==> config.mk <==
export PLATFORM = sky130hd
export DESIGN_NAME = mc_sum_cell
export DESIGN_NICKNAME = d
export VERILOG_FILES = /design/src/rtl/mc_pkg.sv /design/src/rtl/mc_cfg_decode.sv /design/src/rtl/mc_term_path.sv /design/src/rtl/mc_sum_cell.sv
export SDC_FILE = /design/constraint.sdc
export NUM_CORES = 1
export LEC_CHECK = 0
export BUFFER_PORTS_ARGS = -buffer_cell sky130_fd_sc_hd__buf_2
export CAP_MARGIN = 20
export CORE_AREA = 2 2 183 185
export DETAILED_ROUTE_END_ITERATION = 10
export DIE_AREA = 0 0 185 187
export PLACE_DENSITY = 0.5
export SLEW_MARGIN = 20
export SYNTH_ARGS = -nofsm -noshare
export SYNTH_HDL_FRONTEND = slang
export SYNTH_HIERARCHICAL = 1
export SYNTH_SLANG_ARGS = --single-unit
==> constraint.sdc <==
create_clock -name vclk -period 2.7
set_input_delay 0.405 -clock vclk [all_inputs]
set_output_delay 0.405 -clock vclk [all_outputs]
set_load 0.01 [all_outputs]
==> src/rtl/mc_pkg.sv <==
package mc_pkg;
  // product terms per cell: an architectural constant
  localparam int NUM_PT = 5;
  localparam int FOLD_W = $clog2(NUM_PT);

  // literal codes per input
  localparam logic [1:0] LIT_TRUE = 2'b01;
  localparam logic [1:0] LIT_INV  = 2'b10;

  // route codes per term
  localparam logic [1:0] ROUTE_SUM = 2'b00;
  localparam logic [1:0] ROUTE_XOR = 2'b01;

  // strobes from decode to datapath
  typedef struct packed {
    logic [NUM_PT-1:0] toSum;
    logic [NUM_PT-1:0] toXor;
    logic [NUM_PT-1:0] toCtrl;
    logic [NUM_PT-1:0] foldPick;
    logic              xorUseTerms;
    logic              xorConst;
  } mc_ctrl_t;
endpackage

==> src/rtl/mc_cfg_decode.sv <==
module mc_cfg_decode
  import mc_pkg::*;
(
  input  logic [NUM_PT-1:0][1:0] routeCfg,
  input  logic [1:0]             xorMode,
  input  logic [FOLD_W-1:0]      foldSel,
  output mc_ctrl_t               ctrl
);
  for (genvar p = 0; p < NUM_PT; p++) begin : g_route
    assign ctrl.toSum[p]    = (routeCfg[p] == ROUTE_SUM);
    assign ctrl.toXor[p]    = (routeCfg[p] == ROUTE_XOR);
    assign ctrl.toCtrl[p]   = routeCfg[p][1];
    assign ctrl.foldPick[p] = (foldSel == FOLD_W'(p));
  end

  assign ctrl.xorUseTerms = xorMode[1];
  assign ctrl.xorConst    = xorMode[0];
endmodule

==> src/rtl/mc_term_path.sv <==
module mc_term_path
  import mc_pkg::*;
#(
  parameter int N_IN = 40
) (
  input  logic [N_IN-1:0]                   inBus,
  input  logic [NUM_PT-1:0][N_IN-1:0][1:0]  maskCfg,
  input  logic [NUM_PT-1:0]                 ptEnable,
  input  logic                              cascIn,
  input  mc_ctrl_t                          ctrl,
  output logic [NUM_PT-1:0]                 ptVec,
  output logic                              sumOut,
  output logic                              xorOut,
  output logic [NUM_PT-1:0]                 ctrlTerm,
  output logic                              foldOut
);
  for (genvar p = 0; p < NUM_PT; p++) begin : g_pt
    logic [N_IN-1:0] lit;
    for (genvar j = 0; j < N_IN; j++) begin : g_lit
      assign lit[j] = (maskCfg[p][j] == LIT_TRUE) ? inBus[j]  :
                      (maskCfg[p][j] == LIT_INV)  ? ~inBus[j] : 1'b1;
    end
    assign ptVec[p] = ptEnable[p] & (&lit);
  end

  logic xorOperand;

  always_comb begin
    sumOut     = (|(ptVec & ctrl.toSum)) | cascIn;
    xorOperand = ctrl.xorUseTerms ? (|(ptVec & ctrl.toXor)) : ctrl.xorConst;
    xorOut     = sumOut ^ xorOperand;
    ctrlTerm   = ptVec & ctrl.toCtrl;
    // no pick (index out of range) leaves the OR at 0, so foldOut is 1
    foldOut    = ~(|(ptVec & ctrl.foldPick));
  end
endmodule

==> src/rtl/mc_sum_cell.sv <==
module mc_sum_cell
  import mc_pkg::*;
#(
  parameter int N_IN = 40
) (
  input  logic [N_IN-1:0]                   inBus,
  input  logic [NUM_PT-1:0][N_IN-1:0][1:0]  maskCfg,
  input  logic [NUM_PT-1:0]                 ptEnable,
  input  logic [NUM_PT-1:0][1:0]            routeCfg,
  input  logic [1:0]                        xorMode,
  input  logic [FOLD_W-1:0]                 foldSel,
  input  logic                              cascIn,
  output logic                              cascOut,
  output logic                              xorOut,
  output logic [NUM_PT-1:0]                 ctrlTerm,
  output logic                              foldOut
);
  mc_ctrl_t          ctrl;
  logic [NUM_PT-1:0] ptVec;

  mc_cfg_decode u_decode (
    .routeCfg (routeCfg),
    .xorMode  (xorMode),
    .foldSel  (foldSel),
    .ctrl     (ctrl)
  );

  mc_term_path #(.N_IN(N_IN)) u_path (
    .inBus    (inBus),
    .maskCfg  (maskCfg),
    .ptEnable (ptEnable),
    .cascIn   (cascIn),
    .ctrl     (ctrl),
    .ptVec    (ptVec),
    .sumOut   (cascOut),
    .xorOut   (xorOut),
    .ctrlTerm (ctrlTerm),
    .foldOut  (foldOut)
  );
endmodule

# Yosys cells after proc, flatten, opt, wreduce, memory -nomap -nowiden
# Cells that the tools add are included.
# word_totals
latchBits	0
out_inout_bits	8
mem_bits_ro	0
in_bits	461
elab_cells	876
ram_bits	0
reg_bits	0
mem_count	0
# classes
n_lt_le_gt_ge	0
muxes	401
n_bitwise	52
reduce_logical	14
add_sub_neg	0
shift	0
multipliers	0
n_eq_ne	409
div	0
# ops
operator	n
$eq A2 B1 Y1 const B	205
$mux W1	401
$eq A2 B2 Y1 const B	200
$reduce_and A40 Y1	5
$not A1 Y1	41
$and A5 B5 Y5	4
$reduce_or A5 Y1	3
$logic_not A2 Y1	5
$eq A3 B2 Y1 const B	2
$and A1 B1 Y1	5
$eq A3 B1 Y1 const B	1
$eq A3 B3 Y1 const B	1
$logic_not A3 Y1	1
$or A1 B1 Y1	1
$xor A1 B1 Y1	1

# Logic depth before layout (Yosys ltp)
# Gate-level depths: netlist of the first run.
# logic_depth
ltp_word	9
ltp_mapped	9
depth_no_buf	8

# Modules after synthesis
# The synthesis of the first run kept the hierarchy.
# modules_own_cells
mod	seq_area_each_um2	instances	cells_per_inst	area_each_um2
mc_term_path	0.0	1	663	4372.9
mc_cfg_decode	0.0	1	22	140.1

# Worst setup path after synthesis of the first run
# No wires, ideal clock.
# synth_timing
kind	in2out
from	in inBus[37]
to	out xorOut
path_slack_ps	-244
required_time_ps	2295
path_stages	9
arrival_time_ps	2539
path_buffers	1
path_cell_list	buf_4 -> nand3b_2 -> nand4_1 -> or4_1 -> or4_4 -> nor4_4 -> a222oi_1 -> a31oi_1 -> xor2_1
# synth_between
elab_chain_len	9
elab_cells_between_ends	28
cone_classes	11 x mux; 10 x bitwise; 7 x reduce/logical
# synth_lines
element	line	text
start: declaration	mc_sum_cell.sv:6	input logic [N_IN-1:0] inBus,
$not A1 Y1	mc_term_path.sv:21	(maskCfg[p][j] == LIT_INV) ? ~inBus[j] : 1'b1;
$mux W1	mc_term_path.sv:21	
$mux W1 *	mc_term_path.sv:20	assign lit[j] = (maskCfg[p][j] == LIT_TRUE) ? inBus[j] :
$reduce_and A40 Y1 *	mc_term_path.sv:23	assign ptVec[p] = ptEnable[p] & (&lit);
$and A1 B1 Y1 *	mc_term_path.sv:23	
via ptVec[4]	mc_sum_cell.sv:19	logic [NUM_PT-1:0] ptVec;
$and A5 B5 Y5 (on tied branches)	mc_term_path.sv:29, mc_term_path.sv:30	
$reduce_or A5 Y1 (on tied branches)	mc_term_path.sv:29, mc_term_path.sv:30	
$or A1 B1 Y1 / $mux W1 (equally long branches)	mc_term_path.sv:29, mc_term_path.sv:30	
$xor A1 B1 Y1 *	mc_term_path.sv:31	xorOut = sumOut ^ xorOperand;
end: declaration	mc_sum_cell.sv:14	output logic xorOut,
# The timed path passes the listed nets; every way through them passes the cells marked *.

# Worst setup path in the final report of the first run
# layout_timing
from	in maskCfg[370] (netlist bit)
to	out xorOut
# layout_between
elab_chain_len	9
elab_cells_between_ends	13
cone_classes	2 x eq/ne; 3 x mux; 5 x bitwise; 3 x reduce/logical
# layout_lines
element	line	text
start: declaration	mc_sum_cell.sv:7	input logic [NUM_PT-1:0][N_IN-1:0][1:0] maskCfg,
$eq A2 B2 Y1	mc_term_path.sv:21	
$mux W1	mc_term_path.sv:21	
$mux W1 *	mc_term_path.sv:20	
$reduce_and A40 Y1 *	mc_term_path.sv:23	
$and A1 B1 Y1 *	mc_term_path.sv:23	
via ptVec[4]	mc_sum_cell.sv:19	
$and A5 B5 Y5 (on tied branches)	mc_term_path.sv:29, mc_term_path.sv:30	
$reduce_or A5 Y1 (on tied branches)	mc_term_path.sv:29, mc_term_path.sv:30	
$or A1 B1 Y1 / $mux W1 (equally long branches)	mc_term_path.sv:29, mc_term_path.sv:30	
$xor A1 B1 Y1 *	mc_term_path.sv:31	
# Marked as above.

==> results of run 1 <==
how the worst min path moves through the flow:
stage | start | to | slack (ns)
floorplan | cascIn | cascOut | 0.96
global placement | routeCfg[1] | ctrlTerm[0] | 1.14
detailed placement | routeCfg[1] | ctrlTerm[0] | 1.15
CTS | routeCfg[9] | ctrlTerm[4] | 1.14
global route | routeCfg[5] | ctrlTerm[2] | 1.15
finish | routeCfg[9] | ctrlTerm[4] | 1.14
power by group:
group | total [mW] | internal [mW] | switching, mW | leakage, nW
registers | 0 | 0 | 0 | 0
logic | 1.29 | 0.667 | 0.621 | 4.09
clock network | 0.000000304 | 0.000000304 | 0 | 0.0000507
synth_stat cells (all sizes together), types with 2 or more instances:
cell type / n
or4: 8
buf: 18
a22oi: 3
nor2: 10
inv: 43
nand3: 9
o32ai: 5
nand3b: 106
nand2: 5
o32a: 4
o21ai: 46
and2: 5
o311a: 2
nand2b: 54
a21oi: 19
nor3b: 97
a31oi: 42
a311oi: 2
clkbuf: 29
or3b: 16
nor4: 26
nand4: 35
nor2b: 23
nor3: 17
a222oi: 2
and3b: 34
o311ai: 4
o31a: 14
critical path, stage by stage:
cell and delay [ns]:
buf_8 0.10, or2b_4 0.22, o32ai_4 0.07, or4_4 0.52
or4_4 0.54, nor4_4 0.16, buf_4 0.16, a222oi_1 0.10
a31oi_1 0.21, xor2_1 0.22, buf_2 0.18
routing by layer:
layer	part of all wire	track usage	wire length (um)	vias to the layer above
met3	0.064	0.0269	2460	34
met4	0.017	0.0372	667	6
met2	0.52	0.408	20100	368
li1	-	-	-	3755
met5	0.0011	0	41	-
met1	0.40	0.249	15400	3558
area by class of cell:
type,count,area [um2],share of cell area
multi-input combinational,594,4340,0.495
timing repair buffer,594,3680,0.420
tap,448,561,0.0640
inverter,44,165,0.0188
antenna,8,20.0,0.00228
through the flow:
step / worst slack (ns) / std cells / hold slack, ns / utilization / TNS, ns
global placement: -0.772 / 1673 / 1.14 / 0.249 / -3.40
floorplan: -0.129 / 685 / 0.959 / - / -0.129
detailed placement: -0.760 / 1673 / 1.15 / 0.249 / -3.26
CTS: -0.609 / 1677 / 1.14 / 0.261 / -1.78
finish: -0.598 / 1688 / 1.14 / 0.267 / -1.74
global route: -0.746 / 1685 / 1.15 / 0.266 / -2.49
cells by family after synthesis:
kind of cell	Yosys count	synth area share
buffers and inverters	91	0.0882
AOI/OAI and AO/OA	144	0.203
xor gates and xnor gates	1	0.00194
and+or+nand+nor	449	0.707
timing repair:
action,4_1_cts,5_1_grt
hold buffers,0,0
gates resized for setup,86,37
pin swaps,26,21
cloned,0,0
setup buffers,6,3
endpoints found under the setup margin,8,8
==> results.toml, run 1 <==
[sta]
timing.final.crit_share = 1.22
period_needed_ns = 3.30
fmax_mhz = 303
slew_limit_fails = 0
timing.final.setup_violations = 7
hold_violations = 0
worst_slew_pin_tran_ns = 0.492
layout_setup_ws_ns = -0.598
maxSlewHeadroom = 0.668
grt_setup_unrepaired = "yes"

[placement]
place.detailed.hpwl_mm = 35.5
finalWeightedCongestion = 0.921
placedInstanceArea_um2 = 8200
placement.io_buffers = 469

[drt]
detail_route.iter0.violations = 295
detail_route.wirelength_mm = 38.7
vias = 7721
drtPass1Iterations = 5
wl_per_cell_um = 22.9
drcViolationCount = 0
ant_nets = 0
via_per_inst = 4.57

[global_routing]
antenna_violations_before_repair = 10
maximum_number_of_pins_on_one_net_before_global_route_repair = 11
grt_first_pass_wirelength_mm = 52.7
grt.overflow.total = 0
grt_pass1_vias = 7905
grt.total_usage = 0.212

[min_path]
whs_path_depth = 3
min-delay-path-class = "in -> out"

[layout]
final_layout_size_suffix_gt1_frac = 0.527
final_cell_area_um2 = 8760
clockBufferCount = 0
sequential_cell_total = 0
fillCellCount = 3769
layout_commonest_cell = "buf_2"
area_growth_syn_to_layout_pct = 94.2
final_cell_mix = "buf_2 (438), buf_4 (105), nand3b_1 (105)"
ff_latch_area_um2 = 0
nNetsFinal = 1695

[setup_path]
crit_path_max_fanout = 3
critPathKind = "in -> out"
critPathLaunchType = "primary input"
worstSetupEndpoint = "xorOut"
arrival_ns = 2.89
critical_path_required_ns = 2.30
timing.critical_path.from = "maskCfg[370]"
worstSetupEndpointType = "primary output"

[yosys]
syn_avg_cell_area_um2 = 6.59
seq_area_frac_synth = 0
synth_cells = 685
synthTopCellsByArea = "nand3b_1 (17%), nor3b_1 (16%), nand2b_1 (7.5%)"
synthDominantAreaCellType = "nand3b_1"
netlist_area_before_placement_um2 = 4510
synth-warning-count = 6
synth.net_count = 1146
synth_top_area_frac = 0.175
ys_types = 44

[power]
power.density_cell_area_nw_per_um2 = 147
vdd.ir_drop.worst_mv = 0.0682
p_leak_nw = 4.09
finalPower_mw = 1.29

[outcome]
violations = "negative setup slack"
status = "finished with violations"

[floorplanning]
floorplan.die.height_um = 187
die_width_um = 185
core_footprint_um2 = 32900
die_footprint_um2 = 34600
initial_core_util = 0.137
core.rowCount = 67
io_pins = 469

[job]
max-cap-violations = 0
No activity file was read; power rests on OpenSTA's default activity.
==> run 2, diff against run 1 <==
BUFFER_PORTS_ARGS = not set   (was -buffer_cell sky130_fd_sc_hd__buf_2)
CORE_AREA = 5 5 178 180   (was 2 2 183 185)
DIE_AREA = 0 0 183 185   (was 0 0 185 187)
DONT_BUFFER_PORTS = 1   (was not set)
PLACE_DENSITY = 0.38   (was 0.5)
REMOVE_ABC_BUFFERS = 1   (was not set)
==> results.toml, run 2 (synthesis results as in run 1) <==
[drt]
detail_route.wirelength_mm = 34.7
drtPass1Iterations = 5
ant_nets = 0
drcViolationCount = 0
via_per_inst = 5.33
detail_route.iter0.violations = 269
vias = 5728
wl_per_cell_um = 32.3

[placement]
place.detailed.hpwl_mm = 30.7
finalWeightedCongestion = 0.879
placed_cells = 1063
placement.io_buffers = 0

[sta]
hold_violations = 0
period_needed_ns = 3.08
grt_setup_unrepaired = "yes"
timing.final.crit_share = 1.14
fmax_mhz = 325
slew_limit_fails = 0
timing.final.setup_violations = 4
maxSlewHeadroom = 0.579
hold-worst-slack_ns = 0.935
worst_slew_pin_tran_ns = 0.630
layout_setup_ws_ns = -0.377

[layout]
sequential_cell_total = 0
final_cell_mix = "nand3b_1 (105), nor3b_1 (97), nand2b_1 (54)"
area_growth_syn_to_layout_pct = 14.1
final_layout_size_suffix_gt1_frac = 0.106
ff_latch_area_um2 = 0
layout_commonest_cell = "nand3b_1"
area_occupied_by_multi_input_gates_um2 = 4220
clockBufferCount = 0
finish.cell_count_without_fillers = 1074
nNetsFinal = 1133
fillCellCount = 3492

[setup_path]
critical_path.top_delay_family = "simple AND/OR/NAND/NOR gates"
most_common_cell_type_on_the_critical_path = "or4_4"
critPathKind = "in -> out"
slowest_stage = "or4_4"
critPathLaunchType = "primary input"
arrival_ns = 2.67
slowest_delay_ns = 0.59
critical_path.cell_chain = "or2b_1 > o32ai_1 > or4_4 > or4_4 > nor4_4 > a222oi_1 > a31oi_1 > xor2_1"
worstSetupEndpointType = "primary output"
crit_path_max_fanout = 2
critical_path_required_ns = 2.30
path_buf_inv = 0

[floorplanning]
initial_core_util = 0.150
die_footprint_um2 = 33900
die_width_um = 183
core.rowCount = 64
floorplan.die.height_um = 185
io_pins = 469
core_footprint_um2 = 30000

[power]
vdd.ir_drop.worst_mv = 0.0334
p_leak_nw = 1.62
power.density_cell_area_nw_per_um2 = 101

[global_routing]
grt.overflow.total = 0
grt.total_usage = 0.184
grt_first_pass_wirelength_mm = 43.7
antenna_violations_before_repair = 5
maximum_number_of_pins_on_one_net_before_global_route_repair = 11
grt_pass1_vias = 5772

[outcome]
violations = "negative setup slack"
status = "finished with violations"

[min_path]
min-delay-path-class = "in -> out"

[job]
max-cap-violations = 0
## run 2: cell types whose count changed in the layout (fill, tap and decap cells not counted), sizes merged
cell and delta:
buf -560, clkbuf -2
## run 2: power by group
part | internal (mW) | leakage, nW | total (mW) | switching (mW)
Combinational | 0.282 | 1.62 | 0.519 | 0.237
Sequential | 0 | 0 | 0 | 0
Clock | 0.000000411 | 0.0000507 | 0.000000411 | 0
Total | 0.282 | 1.62 | 0.519 | 0.237
## run 2: per-layer routing
metal / vias to the layer above / GRT usage / share of wire
met1: 2714 / 0.202 / 0.36
met4: 0 / 0.0599 / 0.034
met2: 357 / 0.333 / 0.50
met3: 45 / 0.0630 / 0.11
li1: 2612 / - / -
met5: - / 0 / 0
## run 2: through the flow
stage,area [um2],TNS [ns],worst slack (ns),power (mW),utilization
finish,5150,-1.09,-0.377,0.519,0.172
global route,5140,-1.40,-0.463,0.563,0.171
floorplan,4280,-0.173,-0.173,0.352,-
detailed placement,4990,-1.62,-0.524,0.503,0.166
global placement,4990,-1.75,-0.549,0.501,0.166
CTS,5040,-0.967,-0.383,0.513,0.168
## run 2: repair_timing
item	4_1_cts	5_1_grt
pin swaps	11	11
gates resized for setup	9	17
buffers inserted	1	2
setup endpoints to repair	7	8
hold buffers	0	0
cloned	0	0
## run 2: cell type report
cell class                 instances  area share
tap                              396      0.0962
inverter                          44      0.0321
multi-input combinational        594       0.819
antenna                            8     0.00389
timing repair buffer              32      0.0488
## run 2: final timing paths
check | start | end | slack [ns] | depth (start not counted)
setup / recovery | maskCfg[370] | xorOut | -0.38 | 8
hold / removal | routeCfg[7] | ctrlTerm[3] | 0.94 | 1
==> run 3, diff against run 2 <==
CELL_PAD_IN_SITES_DETAIL_PLACEMENT = 0   (was not set)
CELL_PAD_IN_SITES_GLOBAL_PLACEMENT = 2   (was not set)
CORE_AREA = 5 5 180 182   (was 5 5 178 180)
DIE_AREA = 0 0 185 187   (was 0 0 183 185)
PLACE_DENSITY = 0.59   (was 0.38)
==> results.toml, run 3 (synthesis results as in run 1) <==
[layout]
fillCellCount = 3576
finish.cell_count_without_fillers = 1078
final_cell_area_um2 = 5160
clockBufferCount = 0
layout_commonest_cell = "nand3b_1"
area_growth_syn_to_layout_pct = 14.3
area_occupied_by_multi_input_gates_um2 = 4160
final_cell_mix = "nand3b_1 (105), nor3b_1 (97), nand2b_1 (54)"
ff_latch_area_um2 = 0
nNetsFinal = 1141
sequential_cell_total = 0
final_layout_size_suffix_gt1_frac = 0.103

[floorplanning]
die_width_um = 185
io_pins = 469
initial_core_util = 0.148
floorplan.die.height_um = 187
core.rowCount = 64
die_footprint_um2 = 34600
core_footprint_um2 = 30400

[global_routing]
maximum_number_of_pins_on_one_net_before_global_route_repair = 11
antenna_violations_before_repair = 4
grt_pass1_vias = 5817
grt.overflow.total = 0
grt_first_pass_wirelength_mm = 45.6
grt.total_usage = 0.187

[power]
vdd.ir_drop.worst_mv = 0.0337
power.density_cell_area_nw_per_um2 = 107
p_leak_nw = 1.63

[setup_path]
crit_path_max_fanout = 3
timing.critical_path.from = "maskCfg[344]"
slowest_stage = "or4_4"
critPathKind = "in -> out"
slowest_delay_ns = 0.55
path_buf_inv = 2
critPathLaunchType = "primary input"
worstSetupEndpointType = "primary output"
critical_path_required_ns = 2.30
arrival_ns = 2.70
critical_path.cell_chain = "or3b_1 > nand4_1 > or4_1 > or4_4 > nor4_4 > buf_4 > a222oi_1 > a31oi_1 > xor2_1 > buf_4"
most_common_cell_type_on_the_critical_path = "buf_4"
critical_path.top_delay_family = "simple AND/OR/NAND/NOR gates"

[drt]
detail_route.iter0.violations = 289
vias = 5701
drcViolationCount = 0
via_per_inst = 5.29
drtPass1Iterations = 4
wl_per_cell_um = 33.0
ant_nets = 0
detail_route.wirelength_mm = 35.6

[placement]
placement.io_buffers = 0
finalWeightedCongestion = 0.867
placed_cells = 1073
place.detailed.hpwl_mm = 31.8
placedInstanceArea_um2 = 5090

[sta]
timing.final.crit_share = 1.15
period_needed_ns = 3.10
slew_limit_fails = 0
grt_setup_unrepaired = "yes"
hold-worst-slack_ns = 0.940
layout_setup_ws_ns = -0.403
hold_violations = 0
timing.final.setup_violations = 4
maxSlewHeadroom = 0.546
worst_slew_pin_tran_ns = 0.679
fmax_mhz = 322

[job]
max-cap-violations = 0

[min_path]
whs_path_depth = 1
min-delay-path-class = "in -> out"
min_delay_worst_endpoint = "ctrlTerm[3]"
hold_path.startpoint = "routeCfg[7]"

[outcome]
status = "finished with violations"
violations = "negative setup slack"
-- run 3: layout make-up --
class | count | share of cell area
well taps | 396 | 0.0960
multi-input cells | 594 | 0.807
repair buffers | 40 | 0.0631
inverters | 44 | 0.0320
diodes | 4 | 0.00194
-- run 3: how the worst max path moves through the flow --
stage	end	slack (ns)	cells after the start
2_1_floorplan	xorOut	-0.17	8
4_1_cts	xorOut	-0.48	10
6_report	xorOut	-0.40	10
3_3_place_gp	xorOut	-0.60	10
5_1_grt	xorOut	-0.56	10
3_5_place_dp	xorOut	-0.57	10
-- run 3: metrics by stage --
step           setup slack (ns)  setup TNS (ns)  total power, mW   util
2_1_floorplan            -0.173          -0.173            0.352      -
3_3_place_gp             -0.601           -1.55            0.543  0.167
5_1_grt                  -0.564           -1.53            0.595  0.169
6_report                 -0.403           -1.00            0.550  0.170
4_1_cts                  -0.480           -1.39            0.549  0.169
3_5_place_dp             -0.575           -1.51            0.542  0.167
-- run 3: metal layers --
layer	track usage	share of wire	vias to the layer above
met5	0	0.0012	-
met4	0.0215	0.010	6
met3	0.0675	0.12	22
met2	0.345	0.50	360
met1	0.212	0.37	2684
li1	-	-	2629
-- run 3: timing repair --
item / 4_1_cts / 5_1_grt
hold buffers: 0 / 0
setup endpoints to repair: 7 / 8
pin swaps: 14 / 10
buffers inserted: 2 / 0
resized for setup: 6 / 7
-- run 3: report_power, final --
| part | switching, mW | internal (mW) |
|---|---|---|
| clock | 0 | 0.000000202 |
| sequential | 0 | 0 |
| combinational | 0.247 | 0.303 |
| total | 0.247 | 0.303 |
